## src/rtl/dma_req_pkg.sv

```systemverilog
// Shared types for the DMA channel bus request generator.
// Assumes a two-bit bus response and exactly two sides per channel.
package dma_req_pkg;
    localparam int RESP_W    = 2;
    localparam int NUM_SIDES = 2;
    localparam int SIDE_SRC  = 0;
    localparam int SIDE_DST  = 1;

    typedef enum logic [RESP_W-1:0] {
        RSP_OKAY  = 2'b00,
        RSP_ERROR = 2'b01,
        RSP_RETRY = 2'b10,
        RSP_SPLIT = 2'b11
    } bus_resp_e;

    typedef enum logic [2:0] {
        ST_IDLE,
        ST_WAIT_REQ,
        ST_WAIT_READY,
        ST_REQ_BUS,
        ST_XFER,
        ST_REISSUE,
        ST_ERR
    } side_state_e;
endpackage

```

## src/rtl/dma_side_fsm.sv

```systemverilog
// One side (source or destination) of a DMA channel request generator.
// It waits for a peripheral request (unless the side is memory), then for FIFO
// readiness and an external permission, then requests the arbiter. It issues a
// beat on a double grant, and it retries after RETRY/SPLIT until OKAY.
// Assumes the arbiter never grants both sides in the same cycle.
module dma_side_fsm
    import dma_req_pkg::*;
(
    input  logic              clk,
    input  logic              rst_n,
    input  logic              ch_en_i,
    input  logic              single_req_i,
    input  logic              burst_req_i,
    input  logic              is_mem_i,
    input  logic              fifo_rdy_i,
    input  logic              allow_i,
    input  logic              arb_gnt_i,
    input  logic              bus_gnt_i,
    input  logic              hready_i,
    input  logic [RESP_W-1:0] hresp_i,
    output logic              arb_req_o,
    output logic              xfer_strb_o,
    output logic              reissue_o,
    output logic              err_o,
    output logic              done_o
);
    side_state_e st_q, st_d;
    logic        both_gnt;
    logic        has_trigger;
    logic        can_go;
    bus_resp_e   rsp;

    assign both_gnt    = arb_gnt_i && bus_gnt_i;
    assign has_trigger = is_mem_i || single_req_i || burst_req_i;
    assign can_go      = fifo_rdy_i && allow_i;
    assign rsp         = bus_resp_e'(hresp_i);

    // Next-state selection for the side.
    always_comb begin
        st_d = st_q;
        unique case (st_q)
            ST_IDLE: begin
                if (ch_en_i) st_d = ST_WAIT_REQ;
            end
            ST_WAIT_REQ: begin
                if (!ch_en_i)         st_d = ST_IDLE;
                else if (has_trigger) st_d = can_go ? ST_REQ_BUS : ST_WAIT_READY;
            end
            ST_WAIT_READY: begin
                if (!ch_en_i)    st_d = ST_IDLE;
                else if (can_go) st_d = ST_REQ_BUS;
            end
            ST_REQ_BUS: begin
                if (both_gnt) st_d = ST_XFER;
            end
            ST_XFER: begin
                if (hready_i) begin
                    unique case (rsp)
                        RSP_OKAY:  st_d = ch_en_i ? ST_WAIT_REQ : ST_IDLE;
                        RSP_ERROR: st_d = ST_ERR;
                        RSP_RETRY,
                        RSP_SPLIT: st_d = ST_REISSUE;
                        default:   st_d = ST_ERR;
                    endcase
                end
            end
            ST_REISSUE: begin
                if (both_gnt) st_d = ST_XFER;
            end
            ST_ERR: begin
                if (!ch_en_i) st_d = ST_IDLE;
            end
            default: st_d = ST_IDLE;
        endcase
    end

    // State register with synchronous reset.
    always_ff @(posedge clk) begin
        if (!rst_n) st_q <= ST_IDLE;
        else        st_q <= st_d;
    end

    // Output decode.
    always_comb begin
        arb_req_o   = (st_q == ST_REQ_BUS) || (st_q == ST_REISSUE);
        xfer_strb_o = arb_req_o && both_gnt;
        reissue_o   = (st_q == ST_REISSUE);
        err_o       = (st_q == ST_ERR);
        done_o      = (st_q == ST_XFER) && hready_i && (rsp == RSP_OKAY);
    end

    // a request is held until both grants arrive.
    p_req_hold_r1: assert property (@(posedge clk) disable iff (!rst_n)
        arb_req_o && !both_gnt |=> arb_req_o);

    // after a strobe the request is released.
    p_strb_drop_r2: assert property (@(posedge clk) disable iff (!rst_n)
        xfer_strb_o |=> !arb_req_o);

    // RETRY/SPLIT leads to a reissue request in the next cycle.
    p_reissue_r8: assert property (@(posedge clk) disable iff (!rst_n)
        (st_q == ST_XFER) && hready_i && hresp_i[1] |=> reissue_o && arb_req_o);

    // the error flag holds while the channel stays enabled.
    p_err_sticky_r9: assert property (@(posedge clk) disable iff (!rst_n)
        err_o && ch_en_i |=> err_o && !arb_req_o);

    // a wait state keeps the side quiet.
    p_wait_quiet_r10: assert property (@(posedge clk) disable iff (!rst_n)
        (st_q == ST_XFER) && !hready_i |=> !arb_req_o && !xfer_strb_o);
endmodule

```

## src/rtl/dma_prefetch_gate.sv

```systemverilog
// Source hold-off used when prefetching is disabled and the destination is the
// flow controller. A destination data request latches a permission, and the
// source's next OKAY completion consumes it. Assumes src_done_i is a one-cycle pulse.
module dma_prefetch_gate (
    input  logic clk,
    input  logic rst_n,
    input  logic ch_en_i,
    input  logic hold_mode_i,
    input  logic dst_want_i,
    input  logic src_done_i,
    output logic src_allow_o
);
    logic want_q;

    // Permission latch: set by a destination request, cleared by a source beat.
    always_ff @(posedge clk) begin
        if (!rst_n || !ch_en_i) want_q <= 1'b0;
        else if (dst_want_i)    want_q <= 1'b1;
        else if (src_done_i)    want_q <= 1'b0;
    end

    // Source may proceed when the hold is off or a permission is pending.
    assign src_allow_o = !hold_mode_i || want_q;

    // a consumed permission is gone unless renewed in the same cycle.
    p_consume_r7: assert property (@(posedge clk) disable iff (!rst_n)
        src_done_i && !dst_want_i && hold_mode_i && ch_en_i |=> !src_allow_o);
endmodule

```

## src/rtl/dma_bus_req_gen.sv

```systemverilog
// Channel bus request generator: two side state machines plus the source
// hold-off gate. Assumes the arbiter grants at most one side per cycle.
module dma_bus_req_gen
    import dma_req_pkg::*;
(
    input  logic              clk,
    input  logic              rst_n,
    input  logic              ch_en,
    input  logic              src_single_req,
    input  logic              src_burst_req,
    input  logic              src_is_mem,
    input  logic              src_fifo_rdy,
    input  logic              src_arb_gnt,
    input  logic              dst_single_req,
    input  logic              dst_burst_req,
    input  logic              dst_is_mem,
    input  logic              dst_fifo_rdy,
    input  logic              dst_arb_gnt,
    input  logic              dst_is_flowctl,
    input  logic              prefetch_off,
    input  logic              bus_gnt,
    input  logic              hready,
    input  logic [RESP_W-1:0] hresp,
    output logic              src_arb_req,
    output logic              dst_arb_req,
    output logic              src_xfer_strb,
    output logic              dst_xfer_strb,
    output logic              src_reissue,
    output logic              dst_reissue,
    output logic              src_err,
    output logic              dst_err
);
    logic [NUM_SIDES-1:0] v_single, v_burst, v_mem, v_rdy, v_gnt, v_allow;
    logic [NUM_SIDES-1:0] v_req, v_strb, v_reis, v_err, v_done;
    logic                 src_allow;

    // Pack per-side inputs by side index.
    assign v_single = {dst_single_req, src_single_req};
    assign v_burst  = {dst_burst_req,  src_burst_req};
    assign v_mem    = {dst_is_mem,     src_is_mem};
    assign v_rdy    = {dst_fifo_rdy,   src_fifo_rdy};
    assign v_gnt    = {dst_arb_gnt,    src_arb_gnt};
    assign v_allow  = {1'b1,           src_allow};

    dma_prefetch_gate i_gate (
        .clk         (clk),
        .rst_n       (rst_n),
        .ch_en_i     (ch_en),
        .hold_mode_i (dst_is_flowctl && prefetch_off),
        .dst_want_i  (dst_single_req || dst_burst_req),
        .src_done_i  (v_done[SIDE_SRC]),
        .src_allow_o (src_allow)
    );

    for (genvar g = 0; g < NUM_SIDES; g++) begin : g_side
        dma_side_fsm i_fsm (
            .clk          (clk),
            .rst_n        (rst_n),
            .ch_en_i      (ch_en),
            .single_req_i (v_single[g]),
            .burst_req_i  (v_burst[g]),
            .is_mem_i     (v_mem[g]),
            .fifo_rdy_i   (v_rdy[g]),
            .allow_i      (v_allow[g]),
            .arb_gnt_i    (v_gnt[g]),
            .bus_gnt_i    (bus_gnt),
            .hready_i     (hready),
            .hresp_i      (hresp),
            .arb_req_o    (v_req[g]),
            .xfer_strb_o  (v_strb[g]),
            .reissue_o    (v_reis[g]),
            .err_o        (v_err[g]),
            .done_o       (v_done[g])
        );
    end

    // Unpack per-side outputs.
    assign src_arb_req   = v_req[SIDE_SRC];
    assign dst_arb_req   = v_req[SIDE_DST];
    assign src_xfer_strb = v_strb[SIDE_SRC];
    assign dst_xfer_strb = v_strb[SIDE_DST];
    assign src_reissue   = v_reis[SIDE_SRC];
    assign dst_reissue   = v_reis[SIDE_DST];
    assign src_err       = v_err[SIDE_SRC];
    assign dst_err       = v_err[SIDE_DST];

    // a fresh source request needs the gate's permission one cycle earlier.
    p_gate_r7: assert property (@(posedge clk) disable iff (!rst_n)
        $rose(src_arb_req) && !src_reissue |-> $past(src_allow));

    // at most one beat is issued per cycle.
    p_one_strb_r2: assert property (@(posedge clk) disable iff (!rst_n)
        $onehot0(v_strb));
endmodule

```

## config.mk

```make
export PLATFORM = sky130hd
export DESIGN_NAME = dma_bus_req_gen
export DESIGN_NICKNAME = d
export VERILOG_FILES = /design/src/rtl/dma_req_pkg.sv /design/src/rtl/dma_side_fsm.sv /design/src/rtl/dma_prefetch_gate.sv /design/src/rtl/dma_bus_req_gen.sv
export SDC_FILE = /design/constraint.sdc
export NUM_CORES = 1
export LEC_CHECK = 0
export BUFFER_PORTS_ARGS = -buffer_cell sky130_fd_sc_hd__buf_4
export CELL_PAD_IN_SITES_DETAIL_PLACEMENT = 1
export CELL_PAD_IN_SITES_GLOBAL_PLACEMENT = 2
export CORE_AREA = 8 8 53 87
export CTS_CLUSTER_DIAMETER = 30
export DETAILED_ROUTE_END_ITERATION = 10
export DIE_AREA = 0 0 61 95
export GPL_TIMING_DRIVEN = 0
export PLACE_DENSITY = 0.75
export SYNTH_ARGS = -nofsm -noshare
export SYNTH_HDL_FRONTEND = slang
export SYNTH_HIERARCHICAL = 1
export SYNTH_SLANG_ARGS = --single-unit
export TNS_END_PERCENT = 30
```

## constraint.sdc

```tcl
create_clock -name clk -period 1.6 [get_ports clk]
set_input_delay 0.32 -clock clk [delete_from_list [all_inputs] [get_ports clk]]
set_output_delay 0.32 -clock clk [all_outputs]
set_load 0.01 [all_outputs]
```

==> results_dict.tcl <==
set metrics [dict create \
    crit_type "register to primary output" \
    crit_top_cell "buf_6" \
    antenna_found_initial 0 \
    arrival_ns 1.25 \
    r2r_end "i_gate/want_q" \
    cts_sinks 7 \
    final.setup_skew_ns 0.0000911 \
    syn-cell-area_um2 812 \
    start_util_pct 23.9 \
    placedCellCount 172 \
    yosysWarnings 6 \
    clkTransAtPathRegs_ns 0.04 \
    grt_first_pass_wirelength_um 4340 \
    drc 0 \
    row_count 28 \
    timing.final.crit_share_pct 98.2 \
    p_leak_nw 0.492 \
    track_usage_pct 9.56 \
    fmax_mhz 636 \
    vdd_drop_max_v 0.000602 \
    min-delay-start "rst_n" \
    firstDrtPassIters 2 \
    coreArea_um2 3400 \
    drt_iter0_drc 5 \
    final_area_um2 1220 \
    wl_per_cell_um 14.7 \
    hold-worst-slack_ns 0.356 \
    crit_slowest_cell "dfxtp_2" \
    postSynthCellCount 100 \
    power.density_nw_per_um2 1350 \
    drive_gt1_share_pct 44.5 \
    root_buffer "clkbuf_8" \
    grt-ovfl-total 0 \
    min_period_ns 1.57 \
    hold_depth 2 \
    rsz0062_at_grt "true" \
    cts_hold_buffers 0 \
    crit_path_start_kind "register" \
    report.final.setup_viol 0 \
    hold_end "i_gate/want_q" \
    r2r_cells 5 \
    reg2reg_from "g_side[0].i_fsm/st_q[1]" \
    dp_hpwl_um 2090 \
    slowest_delay_ns 0.33 \
    end_kind "primary output" \
    avgSynthCellArea_um2 8.12 \
    drt_wl_total_um 2670 \
    cts_tree "built" \
    drv_slew 0 \
    cp.required_ns 1.28 \
    route.vias.total 900 \
    io_pins 27 \
    p_total_w 0.00165 \
    cp_num_buf_inv 2 \
    insertedDiodeCount 0 \
    clockBufferDepth 2 \
    syn2layout_area_growth_pct 50.8 \
    final_nets 157 \
    cts_made_buffers 3 \
    numPortBuffers 26 \
    gp_congestion 0.741 \
    die_area_um2 5800 \
    cp_cell_sequence "buf_6 -> xor2_4 -> and2_4 -> and3_4 -> buf_6" \
    finalHoldViolations 0 \
    crit_family "flip-flops" \
    detail-route-antenna-nets 0 \
    hold_path_class "primary input to register" \
    die_height_um 95 \
    die_w_um 61 \
    r2r_setup_slack_ns 0.04 \
    status "completed" \
    filler_cell_count 438 \
    cap_violations 0 \
    finalSetupTns_ns 0 \
    final_cells 182 \
    placed_area_um2 1070 \
    grt_pass1_vias 969 \
    path_max_fanout 4 \
    clk_latency_ns 0.22 \
    grt_max_degree 14 \
    h-tree-depth 1 \
    viasPerCell 4.95 \
]
[what timing repair did]
item | in CTS | in global routing
gates resized for setup | 7 | 11
setup endpoints to repair | 4 | 6
pin swaps | 2 | 6
buffers inserted | 6 | 3
[how the worst max path moves through the flow]
| stage | start | slack [ns] | cells past startpoint | to |
|---|---|---|---|---|
| finish | g_side[0].i_fsm/st_q[1] | 0.03 | 5 | src_xfer_strb |
| global route | g_side[0].i_fsm/st_q[1] | -0.03 | 5 | src_xfer_strb |
| CTS | g_side[0].i_fsm/st_q[2] | -0.02 | 5 | src_xfer_strb |
| detailed placement | g_side[0].i_fsm/st_q[1] | -0.06 | 5 | i_gate/want_q |
| global placement | g_side[0].i_fsm/st_q[1] | -0.04 | 5 | i_gate/want_q |
| floorplan | g_side[0].i_fsm/st_q[1] | 0.08 | 5 | i_gate/want_q |
[layer usage]
layer,up-vias,GRT usage [%],wire length [um]
met4,0,3.52,24
met2,15,17.3,1450
li1,444,-,-
met5,-,0,0
met3,2,2.32,100
met1,439,10.1,1100
[flip-flops by register name (all words and copies together), names as in the netlist]
signal and count:
g_side.i_fsm/st_q 6, i_gate/want_q 1
[per-stage QoR]
step / util, % / setup slack [ns]
3_3_place_gp: 31.4 / -0.0419
5_1_grt: 36.0 / -0.0280
6_report: 36.0 / 0.0289
3_5_place_dp: 31.4 / -0.0640
4_1_cts: 34.5 / -0.0246
2_1_floorplan: - / 0.0818
[power breakdown]
part           switching (W)  leakage (nW)  internal, W
Combinational       0.000526         0.410     0.000565
Sequential         0.0000740        0.0599     0.000241
Clock              0.0000709        0.0228     0.000172
Total               0.000671         0.492     0.000978
[cells in the final DEF (no fill, tap or decap), types with 3 or more instances in the layout]
| master | instances |
|---|---|
| a21oi_1 | 3 |
| clkbuf_8 | 3 |
| buf_6 | 5 |
| inv_1 | 6 |
| nand2_1 | 4 |
| and2_1 | 3 |
| dfxtp_1 | 3 |
| a32oi_1 | 4 |
| o21ai_0 | 4 |
| nor3_1 | 10 |
| buf_4 | 33 |
| a32o_1 | 4 |
| nor2b_1 | 5 |
| nand2b_1 | 7 |
[layout make-up]
class                           instances  area [um2]  area share (%)
Multi-Input combinational cell         82         647            52.8
Timing Repair Buffer                   35         270            22.1
Sequential cell                         7         150            12.3
Tap cell                               45        56.3            4.60
Clock buffer                            4        45.0            3.68
Buffer                                  3        33.8            2.76
Inverter                                6        22.5            1.84
Note: power is estimated with default switching activity, not from simulation.
